===== config.mk =====
export PLATFORM = sky130hd
export DESIGN_NAME = exc_seq
export DESIGN_NICKNAME = d
export VERILOG_FILES = /design/src/rtl/exc_pkg.sv /design/src/rtl/exc_vec.sv /design/src/rtl/exc_frame.sv /design/src/rtl/exc_seq.sv
export SDC_FILE = /design/constraint.sdc
export NUM_CORES = 1
export LEC_CHECK = 0
export BUFFER_PORTS_ARGS = -buffer_cell sky130_fd_sc_hd__buf_2
export CORE_ASPECT_RATIO = 1.4
export CORE_MARGIN = 5
export CORE_UTILIZATION = 60
export DETAILED_ROUTE_END_ITERATION = 12
export GPL_ROUTABILITY_DRIVEN = 0
export PLACE_DENSITY = 0.88
export SYNTH_ARGS = -nofsm -noshare
export SYNTH_HDL_FRONTEND = slang
export SYNTH_SLANG_ARGS = --single-unit

===== constraint.sdc =====
create_clock -name clk -period 5.25 [get_ports clk]
set_input_delay 0.2625 -clock clk [delete_from_list [all_inputs] [get_ports clk]]
set_output_delay 0.2625 -clock clk [all_outputs]
set_load 0.01 [all_outputs]

===== src/rtl/exc_pkg.sv =====
package exc_pkg;

  typedef enum logic [3:0] {
    ST_BOOT_SP,
    ST_BOOT_PC,
    ST_IDLE,
    ST_IACK,
    ST_PUSH_PC,
    ST_PUSH_SR,
    ST_FETCH,
    ST_RTE_SR,
    ST_RTE_PC
  } exc_state_e;

  localparam int SR_W       = 16;
  localparam int SR_TRACE   = 15;
  localparam int SR_SUPER   = 13;
  localparam int SR_MASTER  = 12;
  localparam int MASK_LO    = 8;
  localparam int IPL_W      = 3;

  localparam logic [SR_W-1:0] SR_RESET = 16'h2700;

  localparam logic [7:0] VEC_ACCESS  = 8'd2;
  localparam logic [7:0] VEC_ILLEGAL = 8'd4;
  localparam logic [7:0] VEC_DIVZ    = 8'd5;
  localparam logic [7:0] VEC_PRIV    = 8'd8;
  localparam logic [7:0] VEC_TRAP0   = 8'd32;

  // status register as seen inside a handler: supervisor on, trace and
  // master off, mask replaced
  function automatic logic [SR_W-1:0] entry_sr(input logic [SR_W-1:0] sr,
                                               input logic [IPL_W-1:0] mask);
    logic [SR_W-1:0] r;
    r = sr;
    r[SR_TRACE]  = 1'b0;
    r[SR_SUPER]  = 1'b1;
    r[SR_MASTER] = 1'b0;
    r[MASK_LO +: IPL_W] = mask;
    return r;
  endfunction

endpackage


===== src/rtl/exc_vec.sv =====
module exc_vec
  import exc_pkg::*;
#(
  parameter int VEC_W  = 8,
  parameter int KIND_W = 3,
  parameter int TRAP_W = 4
) (
  input  logic [KIND_W-1:0] fault_kind,
  input  logic [TRAP_W-1:0] trap_idx,
  input  logic              irq_req,
  input  logic [IPL_W-1:0]  irq_lvl,
  input  logic [IPL_W-1:0]  cur_mask,
  output logic [VEC_W-1:0]  fault_vec,
  output logic              irq_take
);

  always_comb begin
    case (fault_kind)
      KIND_W'(0): fault_vec = VEC_W'(VEC_ACCESS);
      KIND_W'(1): fault_vec = VEC_W'(VEC_ILLEGAL);
      KIND_W'(2): fault_vec = VEC_W'(VEC_DIVZ);
      KIND_W'(3): fault_vec = VEC_W'(VEC_PRIV);
      KIND_W'(4): fault_vec = VEC_W'(VEC_TRAP0) + VEC_W'(trap_idx);
      default:    fault_vec = VEC_W'(VEC_ILLEGAL);
    endcase
  end

  // strict comparison: a level equal to the mask stays pending
  assign irq_take = irq_req && (irq_lvl > cur_mask);

endmodule


===== src/rtl/exc_frame.sv =====
module exc_frame
  import exc_pkg::*;
#(
  parameter int ADDR_W = 32,
  parameter int DATA_W = 32,
  parameter int VEC_W  = 8
) (
  input  logic [ADDR_W-1:0] sp,
  input  logic [SR_W-1:0]   sr_keep,
  input  logic [VEC_W-1:0]  vec,
  input  logic [1:0]        pop_adj,
  output logic [ADDR_W-1:0] frame_base,
  output logic [DATA_W-1:0] frame_word,
  output logic [ADDR_W-1:0] sp_restore
);

  localparam int FMT_LO  = DATA_W - 4;
  localparam int VEC_LO  = 18;
  localparam logic [3:0] FMT_BIAS = 4'd4;
  localparam logic [ADDR_W-1:0] FRAME_BYTES = ADDR_W'(8);

  assign frame_base = {sp[ADDR_W-1:2], 2'b00} - FRAME_BYTES;

  always_comb begin
    frame_word = '0;
    frame_word[FMT_LO +: 4]    = FMT_BIAS + {2'b00, sp[1:0]};
    frame_word[VEC_LO +: VEC_W] = vec;
    frame_word[0 +: SR_W]      = sr_keep;
  end

  assign sp_restore = sp + FRAME_BYTES + ADDR_W'(pop_adj);

endmodule


===== src/rtl/exc_seq.sv =====
module exc_seq
  import exc_pkg::*;
#(
  parameter int ADDR_W = 32,
  parameter int DATA_W = 32,
  parameter int VEC_W  = 8,
  parameter int KIND_W = 3,
  parameter int TRAP_W = 4
) (
  input  logic              clk,
  input  logic              rst,
  input  logic              fault_req,
  input  logic [KIND_W-1:0] fault_kind,
  input  logic [TRAP_W-1:0] trap_idx,
  input  logic              irq_req,
  input  logic [2:0]        irq_lvl,
  input  logic              rte_req,
  input  logic [31:0]       ret_pc,
  output logic              iack_req,
  output logic [2:0]        iack_lvl,
  input  logic              iack_ack,
  input  logic [VEC_W-1:0]  iack_vec,
  input  logic              vbr_wr_en,
  input  logic [ADDR_W-1:0] vbr_wr_data,
  output logic              mem_req,
  output logic              mem_we,
  output logic [ADDR_W-1:0] mem_addr,
  output logic [DATA_W-1:0] mem_wdata,
  input  logic [DATA_W-1:0] mem_rdata,
  input  logic              mem_rdy,
  output logic [15:0]       sr_o,
  output logic [ADDR_W-1:0] sp_o,
  output logic [31:0]       pc_o,
  output logic [ADDR_W-1:0] vbr_o,
  output logic              busy,
  output logic              done
);

  localparam int FMT_LO = DATA_W - 4;
  localparam logic [ADDR_W-1:0] WORD_BYTES = ADDR_W'(4);

  exc_state_e        state;
  logic [VEC_W-1:0]  vec_r;
  logic [SR_W-1:0]   sr_copy;
  logic [31:0]       pc_save;
  logic [SR_W-1:0]   pop_sr;
  logic [1:0]        pop_adj;

  logic [VEC_W-1:0]  fault_vec;
  logic              irq_take;
  logic [ADDR_W-1:0] frame_base;
  logic [DATA_W-1:0] frame_word;
  logic [ADDR_W-1:0] sp_restore;

  logic              go_entry;
  logic              go_irq;
  logic              go_pop;
  logic [VEC_W-1:0]  entry_vec;
  logic [IPL_W-1:0]  cur_mask;

  assign cur_mask = sr_o[MASK_LO +: IPL_W];

  exc_vec #(.VEC_W(VEC_W), .KIND_W(KIND_W), .TRAP_W(TRAP_W)) vec_i (
    .fault_kind (fault_kind),
    .trap_idx   (trap_idx),
    .irq_req    (irq_req),
    .irq_lvl    (irq_lvl),
    .cur_mask   (cur_mask),
    .fault_vec  (fault_vec),
    .irq_take   (irq_take)
  );

  exc_frame #(.ADDR_W(ADDR_W), .DATA_W(DATA_W), .VEC_W(VEC_W)) frame_i (
    .sp         (sp_o),
    .sr_keep    (sr_copy),
    .vec        (vec_r),
    .pop_adj    (pop_adj),
    .frame_base (frame_base),
    .frame_word (frame_word),
    .sp_restore (sp_restore)
  );

  // request arbitration while idle: fault, then interrupt, then return
  always_comb begin
    go_entry  = 1'b0;
    go_irq    = 1'b0;
    go_pop    = 1'b0;
    entry_vec = fault_vec;
    if (fault_req) begin
      go_entry = 1'b1;
    end else if (irq_take) begin
      go_irq = 1'b1;
    end else if (rte_req) begin
      if (sr_o[SR_SUPER]) begin
        go_pop = 1'b1;
      end else begin
        go_entry  = 1'b1;
        entry_vec = VEC_W'(VEC_PRIV);
      end
    end
  end

  always_ff @(posedge clk) begin
    if (rst) begin
      state     <= ST_BOOT_SP;
      sr_o      <= SR_RESET;
      vbr_o     <= '0;
      sp_o      <= '0;
      pc_o      <= '0;
      vec_r     <= '0;
      sr_copy   <= '0;
      pc_save   <= '0;
      pop_sr    <= '0;
      pop_adj   <= '0;
      iack_req  <= 1'b0;
      iack_lvl  <= '0;
      mem_req   <= 1'b1;
      mem_we    <= 1'b0;
      mem_addr  <= '0;
      mem_wdata <= '0;
      busy      <= 1'b1;
      done      <= 1'b0;
    end else begin
      done <= 1'b0;
      if (vbr_wr_en) vbr_o <= {vbr_wr_data[ADDR_W-1:2], 2'b00};

      case (state)
        ST_BOOT_SP: if (mem_rdy) begin
          sp_o     <= ADDR_W'(mem_rdata);
          mem_addr <= WORD_BYTES;
          state    <= ST_BOOT_PC;
        end

        ST_BOOT_PC: if (mem_rdy) begin
          pc_o    <= mem_rdata;
          mem_req <= 1'b0;
          busy    <= 1'b0;
          done    <= 1'b1;
          state   <= ST_IDLE;
        end

        ST_IDLE: begin
          if (go_entry) begin
            sr_copy   <= sr_o;
            sr_o      <= entry_sr(sr_o, cur_mask);
            vec_r     <= entry_vec;
            pc_save   <= ret_pc;
            mem_req   <= 1'b1;
            mem_we    <= 1'b1;
            mem_addr  <= frame_base + WORD_BYTES;
            mem_wdata <= DATA_W'(ret_pc);
            busy      <= 1'b1;
            state     <= ST_PUSH_PC;
          end else if (go_irq) begin
            sr_copy  <= sr_o;
            sr_o     <= entry_sr(sr_o, irq_lvl);
            pc_save  <= ret_pc;
            iack_req <= 1'b1;
            iack_lvl <= irq_lvl;
            busy     <= 1'b1;
            state    <= ST_IACK;
          end else if (go_pop) begin
            mem_req  <= 1'b1;
            mem_we   <= 1'b0;
            mem_addr <= sp_o;
            busy     <= 1'b1;
            state    <= ST_RTE_SR;
          end
        end

        ST_IACK: if (iack_ack) begin
          iack_req  <= 1'b0;
          vec_r     <= iack_vec;
          mem_req   <= 1'b1;
          mem_we    <= 1'b1;
          mem_addr  <= frame_base + WORD_BYTES;
          mem_wdata <= DATA_W'(pc_save);
          state     <= ST_PUSH_PC;
        end

        ST_PUSH_PC: if (mem_rdy) begin
          mem_addr  <= frame_base;
          mem_wdata <= frame_word;
          state     <= ST_PUSH_SR;
        end

        ST_PUSH_SR: if (mem_rdy) begin
          sp_o     <= frame_base;
          mem_we   <= 1'b0;
          mem_addr <= vbr_o + {{(ADDR_W-VEC_W-2){1'b0}}, vec_r, 2'b00};
          state    <= ST_FETCH;
        end

        ST_FETCH: if (mem_rdy) begin
          pc_o    <= mem_rdata;
          mem_req <= 1'b0;
          busy    <= 1'b0;
          done    <= 1'b1;
          state   <= ST_IDLE;
        end

        ST_RTE_SR: if (mem_rdy) begin
          pop_sr   <= mem_rdata[SR_W-1:0];
          pop_adj  <= mem_rdata[FMT_LO +: 2];
          mem_addr <= sp_o + WORD_BYTES;
          state    <= ST_RTE_PC;
        end

        ST_RTE_PC: if (mem_rdy) begin
          pc_o    <= mem_rdata;
          sr_o    <= pop_sr;
          sp_o    <= sp_restore;
          mem_req <= 1'b0;
          busy    <= 1'b0;
          done    <= 1'b1;
          state   <= ST_IDLE;
        end

        default: state <= ST_IDLE;
      endcase
    end
  end

endmodule


==> results of run 1 <==
==> through the flow <==
| step | utilization [%] | total power, mW | setup slack [ns] |
|---|---|---|---|
| 2_1_floorplan | - | 4.582 | 1.870 |
| 5_1_grt | 73.01 | 7.842 | 0.6694 |
| 4_1_cts | 72.95 | 7.355 | 1.156 |
| 3_3_place_gp | 66.61 | 5.441 | 1.313 |
| 6_report | 73.02 | 7.491 | 1.036 |
| 3_5_place_dp | 66.61 | 5.528 | 1.164 |
==> power by group <==
part | switching (mW) | total (mW) | internal, mW
Combinational | 2.02 | 3.03 | 1.01
Sequential | 0.389 | 2.66 | 2.27
Clock | 0.790 | 1.80 | 1.01
Total | 3.20 | 7.49 | 4.29
==> final timing paths <==
path,from,endpoint,slack [ns],depth (start not counted)
max,sp_o[4],mem_addr[22],1.04,10
min,vbr_wr_data[26],vbr_o[26],-0.005,3
max reg2reg,sp_o[4],mem_addr[22],1.04,10
min reg2reg,pc_o[24],pc_o[24],0.45,2
==> metal layers <==
layer	up-vias	global-route usage, %	wire length (um)
li1	7469	-	-
met1	7548	39.39	17420
met2	1097	60.66	24850
met3	358	5.724	4799
met4	0	26.39	4712
met5	-	0	0
==> worst min-delay path: cells and delay by family <==
family,cells,cell delay (ns)
buffers and inverters,1,0.07
multiplexers,1,0.06
AND/OR/NAND/NOR,1,0.09
==> kinds of logic after synthesis <==
kind of cell | synth area share (%)
compound gates | 24.97
xor+xnor | 4.183
fa+ha+maj | 1.922
buf+inv | 5.014
flops | 36.02
mux | 2.650
other cells | 0.02595
simple gates | 25.21
==> flip-flops by register name, indices dropped and copies added, names as in the netlist <==
name / count
mem_wdata: 32
mem_we: 1
vec_r: 8
vbr_o: 30
pc_save: 32
busy: 1
sp_o: 32
pop_sr: 16
sr_copy: 16
iack_req: 1
pc_o: 32
mem_addr: 32
sr_o: 16
done: 1
pop_adj: 2
state: 4
iack_lvl: 3
mem_req: 1
==> cell type report <==
class,instances,area share [%]
clock buffers,36,4.196
repair buffers,389,13.54
multi-input cells,1501,49.27
inverters,19,0.4102
clock inverters,8,0.3959
well taps,310,2.231
flip-flops and latches,260,29.94
diodes,1,0.01439
==> repair_timing <==
item / in CTS / in global routing
hold buffers: 71 / 1
setup endpoints to repair: 0 / 0
hold endpoints to repair: 77 / 1
==> cell usage in the layout (no fill, tap or decap), types with 11 or more instances in the layout <==
| cell | Yosys | final |
|---|---|---|
| a211oi_1 | 25 | 25 |
| a21o_1 | 13 | 13 |
| a21oi_1 | 205 | 204 |
| a221oi_1 | 15 | 15 |
| a22oi_1 | 39 | 39 |
| a311oi_1 | 41 | 41 |
| a31oi_1 | 21 | 21 |
| a32oi_1 | 11 | 11 |
| and2_1 | 14 | 13 |
| and3_1 | 20 | 20 |
| and4_1 | 12 | 12 |
| buf_2 | 3 | 300 |
| buf_4 | 4 | 15 |
| clkbuf_16 | 0 | 27 |
| dfxtp_1 | 260 | 260 |
| dlygate4sd3_1 | 0 | 72 |
| ha_1 | 19 | 19 |
| inv_1 | 19 | 19 |
| mux2i_1 | 36 | 36 |
| nand2_1 | 361 | 361 |
| nand3_1 | 61 | 61 |
| nand4_1 | 21 | 21 |
| nor2_1 | 197 | 195 |
| nor3_1 | 42 | 41 |
| nor4_1 | 16 | 16 |
| o21ai_0 | 102 | 102 |
| o221ai_1 | 12 | 12 |
| o22ai_1 | 11 | 11 |
| o31ai_1 | 12 | 11 |
| xnor2_1 | 40 | 40 |
| xor2_1 | 29 | 29 |
==> results.cfg, run 1 <==
[run_status]
status = complete, but fails checks
failed_checks = negative hold slack

[die]
io_pins = 306
die-area_um2 = 27330
coreArea_um2 = 23810
initial_core_util_pct = 60.69
die_y_um = 193.6
die_w_um = 141.2
fp-row-count = 67

[power_and_ir_drop]
p_leak_nw = 6.974
powerDensity_nw_per_um2 = 430.9
peakVddDrop_mv = 0.3324

[grt]
grt_pass1_wl_um = 80720
grt_remaining_overflow = 0
antenna_found_initial = 0
grt_max_degree = 133
grt_pass1_vias = 15691
track_usage_pct = 35.59

[timing]
worst_hold_slack_ns = -0.005494
period_minus_slack_ns = 4.214
hold_viol = 1
worst_pin_slew_ns = 1.228
fmax_ghz = 0.2373
finalSetupViolations = 0
finClkSkew_ns = 0.01276
period_share_pct = 80.28
finalSetupTns_ns = 0
relSlewSlack_pct = 18.12
final_max_slew_viol_count = 0
rsz0062_at_grt = false

[worst_setup_path]
cp_top_family = simple AND/OR/NAND/NOR gates
critPathSlowestCell = or4_1
required_ns = 5.62
startpoint_type = register
critPathMaxStageDelay_ns = 0.61
arrival_ns = 4.59
critPathBufInv = 1
crit_fanout = 18
end_kind = register
cp_common_cell = nor3_1
crit_chain = inv_1 > ha_1 > or4b_1 > nor3_1 > xnor2_1 > nor3_1 > nand3_1 > or4_1 > a32oi_1 > a221oi_1
crit_type = reg -> reg

[synth]
synth_cell_types = 76
synth_edf_count = 0
ys_ff_latch = 260
synth_top_area_cell = dfxtp_1
synth_area_um2 = 14450
synth-main-ff-cell = dfxtp_1
synthArstFlopShare_pct = 0
synth_top_area_share_pct = 36.02
synthCells = 1948
yosysMostFrequentCell = nand2_1
synth_warnings = 0
synth.avg_cell_area_um2 = 7.417
synth_common_cells = 361 x nand2_1, 260 x dfxtp_1, 205 x a21oi_1
synth_seq_area_share_pct = 36.02
yosys-top-cells-area = dfxtp_1 36%, nand2_1 9.4%, a21oi_1 7.1%

[flow_run]
maxCapViolCount = 0

[placement]
dp_hpwl_um = 35000
dpl_cell_area_um2 = 15860
port_buffers = 301
place_inst = 2406

[route]
num_vias = 16472
avgRoutedWirePerCell_um = 20.52
drt_iter0_drc = 2016
route.detailed.drc = 0
vias_per_cell = 6.526
final_antenna_net_count = 0
dr.pass1.iters = 7
routed_wirelength_um = 51780

[cells_and_area]
regArea_um2 = 5205
syn2layout_area_growth_pct = 20.32
final_layout_size_suffix_gt1_share_pct = 17.26
multi_input_area_um2 = 8566
fin_cells = 2524
fillers = 1896
nets = 2340
finalInstanceArea_um2 = 17380

[clocking]
cts_resized = 0
cts_tree = done
cts_inserted_buffers = 26
cts-root-buf = clkbuf_16
htreeDepth = 1
clock-sinks = 260
cts_buffer_depth = 3
clock_latency_ns = 0.54
clk_pin_slew_ns = 0.07
cts_setup_buffers = 0

[worst_hold_path]
hp-class = in -> reg
Power figures use the tool's default switching activity.
==> inputs of run 2 (changes only) <==
--- a/config.mk
+++ b/config.mk
@@ -8,10 +8,10 @@
 export BUFFER_PORTS_ARGS = -buffer_cell sky130_fd_sc_hd__buf_2
 export CORE_ASPECT_RATIO = 1.4
 export CORE_MARGIN = 5
-export CORE_UTILIZATION = 60
+export CORE_UTILIZATION = 50
 export DETAILED_ROUTE_END_ITERATION = 12
 export GPL_ROUTABILITY_DRIVEN = 0
-export PLACE_DENSITY = 0.88
+export PLACE_DENSITY = 0.78
 export SYNTH_ARGS = -nofsm -noshare
 export SYNTH_HDL_FRONTEND = slang
 export SYNTH_SLANG_ARGS = --single-unit
==> constraint.sdc (replaced) <==
create_clock -name clk -period 3.65 [get_ports clk]
set_input_delay 0.1825 -clock clk [delete_from_list [all_inputs] [get_ports clk]]
set_output_delay 0.1825 -clock clk [all_outputs]
set_load 0.01 [all_outputs]
==> run 2 against run 1 <==
  * The flow now finishes without violations
  * Final cell count grew 6.2%
  * Global-route usage shrank 3.9 points
  * First-iteration DRC count shrank 17%
  * Largest cell class unchanged
  * Largest power group unchanged
==> results.cfg, run 2 (same netlist as run 1, synthesis figures left out) <==
[grt]
grt_pass1_wl_um = 84860
track_usage_pct = 31.72
grt_remaining_overflow = 0
grt_max_degree = 106
antenna_found_initial = 2
grt_pass1_vias = 15994

[placement]
dp_hpwl_um = 37580
port_buffers = 301

[route]
drt_iter0_drc = 1677
vias_per_cell = 6.214
avgRoutedWirePerCell_um = 20.55
final_antenna_net_count = 0
num_vias = 16654
dr.pass1.iters = 6
routed_wirelength_um = 55070
route.detailed.drc = 0

[worst_hold_path]
hp-class = in -> reg
min_to = vec_r[5]
hp-start = iack_vec[5]
min_path_cells = 3

[die]
io_pins = 306
initial_core_util_pct = 50.70
coreArea_um2 = 28500
fp-row-count = 73
die_y_um = 211.1
die_w_um = 153.7
die-area_um2 = 32450

[worst_setup_path]
startpoint_type = register
reg2reg_from = sp_o[12]
reg2regPathDepth = 9
crit_fanout = 7
r2r_end = mem_addr[30]
end_kind = register
required_ns = 4.12
arrival_ns = 3.91
crit_type = reg -> reg
rrSetupSlack_ns = 0.21

[power_and_ir_drop]
powerDensity_nw_per_um2 = 623.0
p_leak_nw = 7.453
peakVddDrop_mv = 0.3988

[clocking]
clock-sinks = 260
cts_buffer_depth = 3
clock_latency_ns = 0.57
clk_pin_slew_ns = 0.07
htreeDepth = 1
cts_inserted_buffers = 28
cts_setup_buffers = 0
cts_tree = done
cts-root-buf = clkbuf_16

[timing]
period_minus_slack_ns = 3.441
relSlewSlack_pct = 36.48
worst_hold_slack_ns = 0.01864
worst_pin_slew_ns = 0.9505
finalSetupTns_ns = 0
finClkSkew_ns = 0.02037
period_share_pct = 94.29
rsz0062_at_grt = false
finalSetupViolations = 0
final_max_slew_viol_count = 0
fmax_ghz = 0.2906
hold_viol = 0

[run_status]
status = finished clean

[cells_and_area]
syn2layout_area_growth_pct = 27.10
fillers = 2472
final_layout_size_suffix_gt1_share_pct = 19.27
layout_commonest_cell = nand2_1
layout_common_cells = 361 x nand2_1, 300 x buf_2, 260 x dfxtp_1, 205 x a21oi_1, 195 x nor2_1
nets = 2430

[flow_run]
maxCapViolCount = 0
==> run 2: repair_timing <==
action / CTS / global route
endpoints found under the setup margin: 0 / 2
endpoints found under the hold margin: 157 / 0
hold buffers: 104 / 0
gates resized for setup: 0 / 1
==> run 2: report_power, final <==
part | internal (mW) | leakage [nW] | switching (mW)
logic | 1.71 | 4.89 | 3.19
clock network | 1.67 | 0.449 | 1.22
registers | 3.26 | 2.12 | 0.384
==> run 2: metal layers <==
| layer | share of wire [%] | GRT usage, % | routed length, um |
|---|---|---|---|
| met1 | 35 | 35.02 | 19050 |
| met2 | 49 | 55.37 | 26870 |
| met3 | 8.8 | 5.862 | 4826 |
| met4 | 7.8 | 21.21 | 4311 |
| met5 | 0.020 | 0 | 11 |
==> run 2: stage by stage <==
stage               setup WS [ns]  utilization [%]  total power [mW]  area [um2]  instances
detailed placement         0.3431            57.51             8.322       16390       2528
finish                     0.2086            64.44             11.44       18360       2680
global route               0.1080            64.44             11.99       18360       2680
floorplan                  0.2695                -             6.590       14450       1949
CTS                        0.3062            64.41             11.30       18360       2679
global placement           0.4135            57.51             8.226       16390       2528
==> run 2: area by class of cell <==
cell class	count	area (um2)	area share (%)
tap	375	469.2	2.555
clock inverter	9	128.9	0.7018
sequential	260	5205	28.34
multi-input combinational	1501	8567	46.65
antenna	1	2.502	0.01363
timing repair buffer	477	3122	17.00
inverter	19	71.32	0.3884
clock buffer	38	798.3	4.347
==> run 2: worst max-delay path by stage <==
| stage | start | end |
|---|---|---|
| final | sp_o[12] | mem_addr[30] |
| after global routing | sp_o[12] | mem_addr[30] |
| after CTS | sp_o[12] | mem_addr[30] |
| after detailed placement | sp_o[12] | mem_addr[30] |
| after global placement | sp_o[12] | mem_addr[30] |
| after floorplan | sp_o[3] | mem_addr[29] |
==> run 2: worst max-delay path, stage by stage (launching register included) <==
cell      delay, ns
dfxtp_1        0.31
nor4_1         0.69
nand2_1        0.35
buf_4          0.26
nor4_4         0.26
xnor2_1        0.26
or4_4          0.59
o31ai_1        0.25
nand3b_1       0.12
a221oi_2       0.24
